`src/rtl/ocsum_stream.sv`:
```
module ocsum_stream #(
  parameter int W = 16
) (
  input  logic         clk,
  input  logic         rst_n,
  input  logic [W-1:0] word_i,
  input  logic         word_vld_i,
  input  logic         sop_i,
  input  logic         eop_i,
  output logic [W-1:0] csum_o,
  output logic         csum_vld_o,
  output logic         hdr_ok_o
);

  logic [W-1:0] acc;
  logic [W-1:0] base;
  logic [W:0]   raw;
  logic [W-1:0] folded;
  logic [W-1:0] sum_n;

  assign base   = sop_i ? '0 : acc;
  assign raw    = {1'b0, base} + {1'b0, word_i};
  assign folded = raw[W-1:0] + {{(W-1){1'b0}}, raw[W]};
  assign sum_n  = word_vld_i ? folded : base;

  always_ff @(posedge clk) begin
    if (!rst_n) begin
      acc        <= '0;
      csum_o     <= '0;
      csum_vld_o <= 1'b0;
      hdr_ok_o   <= 1'b0;
    end else begin
      acc        <= eop_i ? '0 : sum_n;
      csum_vld_o <= eop_i;
      if (eop_i) begin
        csum_o   <= ~sum_n;
        hdr_ok_o <= &sum_n;
      end
    end
  end


  strobe_rise_chk: assert property (@(posedge clk) disable iff (!rst_n)
    eop_i |=> csum_vld_o);

  strobe_quiet_chk: assert property (@(posedge clk) disable iff (!rst_n)
    !eop_i |=> !csum_vld_o);

  idle_hold_chk: assert property (@(posedge clk) disable iff (!rst_n)
    (!word_vld_i && !sop_i && !eop_i) |=> $stable(acc));

  sop_clear_chk: assert property (@(posedge clk) disable iff (!rst_n)
    (sop_i && !word_vld_i && !eop_i) |=> (acc == '0));

  eop_clear_chk: assert property (@(posedge clk) disable iff (!rst_n)
    eop_i |=> (acc == '0));

  ok_match_chk: assert property (@(posedge clk) disable iff (!rst_n)
    csum_vld_o |-> (hdr_ok_o == (csum_o == '0)));

  result_hold_chk: assert property (@(posedge clk) disable iff (!rst_n)
    !eop_i |=> ($stable(csum_o) && $stable(hdr_ok_o)));

endmodule

```
`config.mk`:
```
export PLATFORM = sky130hd
export DESIGN_NAME = ocsum_stream
export DESIGN_NICKNAME = d
export VERILOG_FILES = /design/src/rtl/ocsum_stream.sv
export SDC_FILE = /design/constraint.sdc
export NUM_CORES = 1
export LEC_CHECK = 0
export BUFFER_PORTS_ARGS = -buffer_cell sky130_fd_sc_hd__buf_2
export CORE_UTILIZATION = 59
export DETAILED_ROUTE_END_ITERATION = 10
export PLACE_DENSITY_LB_ADDON = 0.12
export SLEW_MARGIN = 20
export SYNTH_ARGS = -nofsm -noshare
export SYNTH_HDL_FRONTEND = slang
export SYNTH_SLANG_ARGS = --single-unit
```
`constraint.sdc`:
```
create_clock -name clk -period 6.6 [get_ports clk]
set_input_delay 0.33 -clock clk [delete_from_list [all_inputs] [get_ports clk]]
set_output_delay 0.33 -clock clk [all_outputs]
set_load 0.01 [all_outputs]
```
==> results.cfg <==
[placed_design]
place_area_um2 = 3110
place_hpwl_mm = 5.52
preCtsSetupSlack_ns = 1.36
portBuffers = 38
gp_congestion = 0.852

[cts]
clkSinkCount = 34
cts_tree = done
cts_max_path_buffers = 2
cts_resized = 0
cts_setup_buffers = 0
postCtsHoldBufs = 0
clk_latency_ns = 0.29
root_buffer = clkbuf_8
cts_max_level = 2
cts_buffers = 5
clk_pin_slew_ns = 0.08

[synthesis]
synth_edf_count = 0
yosys-top-cells-count = nor2_1 (50), dfxtp_1 (34), nand2_1 (26)
yosysWarningCount = 0
ys_seq_elements = 34
synth_top_area_cell = dfxtp_1
synthArstFlopShare_pct = 0
netlist_instances = 366
ys_top_cells_by_area = dfxtp_1 (23%), xnor2_1 (6.9%), nor2_1 (6.4%)
ys.flop_type = dfxtp_1
yosysMostFrequentCell = nor2_1
synth_area_per_cell_um2 = 7.98
synth_cell_types = 73
synthesis.area_um2 = 2920
syn_nets = 398
synth_top_cell_area_share_pct = 23.3
yosysSeqAreaShare_pct = 23.3

[detailed_routing]
drc = 0
viasPerCell = 6.02
drtPass1Iterations = 5
drtIter0Drc = 210
ant_nets = 0
via_count = 2763
wl_mm = 7.16
routedWlPerCell_um = 15.6

[worst_setup_path]
arrival_ns = 5.31
cpPeakStageDelay_ns = 0.48
cp_max_fo = 4
crit_path_top_delay_cell = or4_1
path_class = flip-flop to flip-flop
required_ns = 6.79
crit_path_end_kind = flip-flop
startpoint_type = flip-flop

[power]
max-vdd-ir-drop_uv = 156
p_leak_nw = 1.31
power_density_nw_per_um2 = 166

[grt]
grt_usage_pct = 28.7
antenna_found_initial = 0
grt_pass1_wl_mm = 11.8
grt_overflow = 0
grt_start_max_net_pins = 36
grt_pass1_vias = 2521

[timing]
tns_ns = 0
layout_setup_ws_ns = 1.48
max_freq_mhz = 195
rsz0062_at_grt = no
period_needed_ns = 5.12
finalHoldViolCount = 0
max_slew.worst_pin.slew_ns = 0.701
setup_viol = 0
relSlewSlack_pct = 53.1
finalClockSkew_ns = 0.00668
finalCritPeriodShare_pct = 77.6
report.final.slew_viol_count = 0

[floorplanning]
initial_core_util_pct = 61.4
core-area_um2 = 4750
dieWidth_um = 72.3
ios = 39
die_area_um2 = 5230
rows = 25
die_y_um = 72.3

[layout]
n_antenna_cell = 0
fillers = 411
area_growth_pct = 9.99
fin_area_um2 = 3210
nets = 423
drive_gt1_share_pct = 15.6

[hold_path]
min_path_type = primary input to flip-flop

[status]
status = completed

[run]
max_cap_viol_count = 0
-- flip-flops by register name, summed over array words and instances (netlist names) --
name / flops
hdr_ok_o: 1
csum_o: 16
acc: 16
csum_vld_o: 1
-- worst max-delay path, delay by kind of cell, from the launching register on --
| kind | cells | cell delay (ns) |
|---|---|---|
| buf+inv | 1 | 0.05 |
| compound gates | 11 | 1.97 |
| simple gates | 9 | 1.72 |
| flops | 1 | 0.31 |
| fa+ha+maj | 4 | 0.96 |
-- where the power goes --
part           leakage, nW  switching [mW]  internal, mW
Clock               0.0478          0.0873        0.0860
Combinational        0.979          0.0799        0.0532
Sequential           0.280         0.00787         0.217
Total                 1.31           0.175         0.356
-- metrics by stage --
| stage | total power, mW | hold slack, ns | instances | util (%) |
|---|---|---|---|---|
| floorplan | 0.326 | 0.472 | 366 | - |
| global placement | 0.359 | 0.441 | 451 | 65.4 |
| detailed placement | 0.361 | 0.440 | 451 | 65.4 |
| CTS | 0.530 | 0.325 | 459 | 67.5 |
| global route | 0.554 | 0.330 | 459 | 67.5 |
| finish | 0.531 | 0.326 | 459 | 67.5 |
-- cell usage in the layout (no fill, tap or decap), drive strengths merged, types with 3 or more instances in the layout --
master,Yosys,final
a2111oi,3,3
a211oi,5,5
a21o,4,4
a21oi,20,20
a221oi,4,4
a22o,4,4
a31o,3,3
a31oi,8,8
and2,9,9
and3,4,4
and3b,3,3
buf,8,39
clkbuf,13,6
dfxtp,34,34
ha,10,10
inv,9,10
mux2i,10,10
nand2,26,26
nand2b,10,10
nand3,5,5
nand4,3,3
nand4bb,6,6
nor2,50,50
nor2b,14,14
nor3,6,6
o2111ai,3,3
o211ai,7,7
o21ai,15,15
o31ai,5,5
or2,3,3
xnor2,23,23
xor2,6,6
-- cell families after synthesis --
family / after synthesis / share of synthesized area (%)
buffers and inverters: 31 / 4.33
xor gates and xnor gates: 31 / 10.2
DFF: 34 / 23.3
AOI/OAI and AO/OA: 99 / 25.3
and+or+nand+nor: 149 / 27.9
muxes: 10 / 3.56
adders and majority gates: 12 / 5.32
-- final timing paths --
kind / start / endpoint / slack (ns) / cells past startpoint
max: acc[0]$_SDFF_PP0_ / hdr_ok_o$_SDFFE_PN0P_ / 1.48 / 25
min: rst_n / csum_o[15]$_SDFFE_PN0P_ / 0.33 / 2
max reg2reg: acc[0]$_SDFF_PP0_ / hdr_ok_o$_SDFFE_PN0P_ / 1.48 / 25
min reg2reg: csum_o[13]$_SDFFE_PN0P_ / csum_o[13]$_SDFFE_PN0P_ / 0.46 / 2
-- metal layers --
metal / vias to the layer above / wire (um) / track usage (%) / share of wire [%]
met1: 1292 / 3530 / 41.4 / 49
met4: 0 / 35 / 4.79 / 0.49
met5: - / 0 / 0 / 0
met2: 86 / 3180 / 45.4 / 44
li1: 1381 / - / - / -
met3: 4 / 422 / 5.14 / 5.9
-- layout make-up --
cell class                 count  area, um^2  share of cell area (%)
clock buffer                   6        82.6                    2.57
clock inverter                 2        16.3                   0.507
inverter                      10        37.5                    1.17
multi-input combinational    301        2110                    65.8
sequential                    34         681                    21.2
tap                           67        83.8                    2.61
timing repair buffer          39         198                    6.16
(Power assumes the default switching activity.)
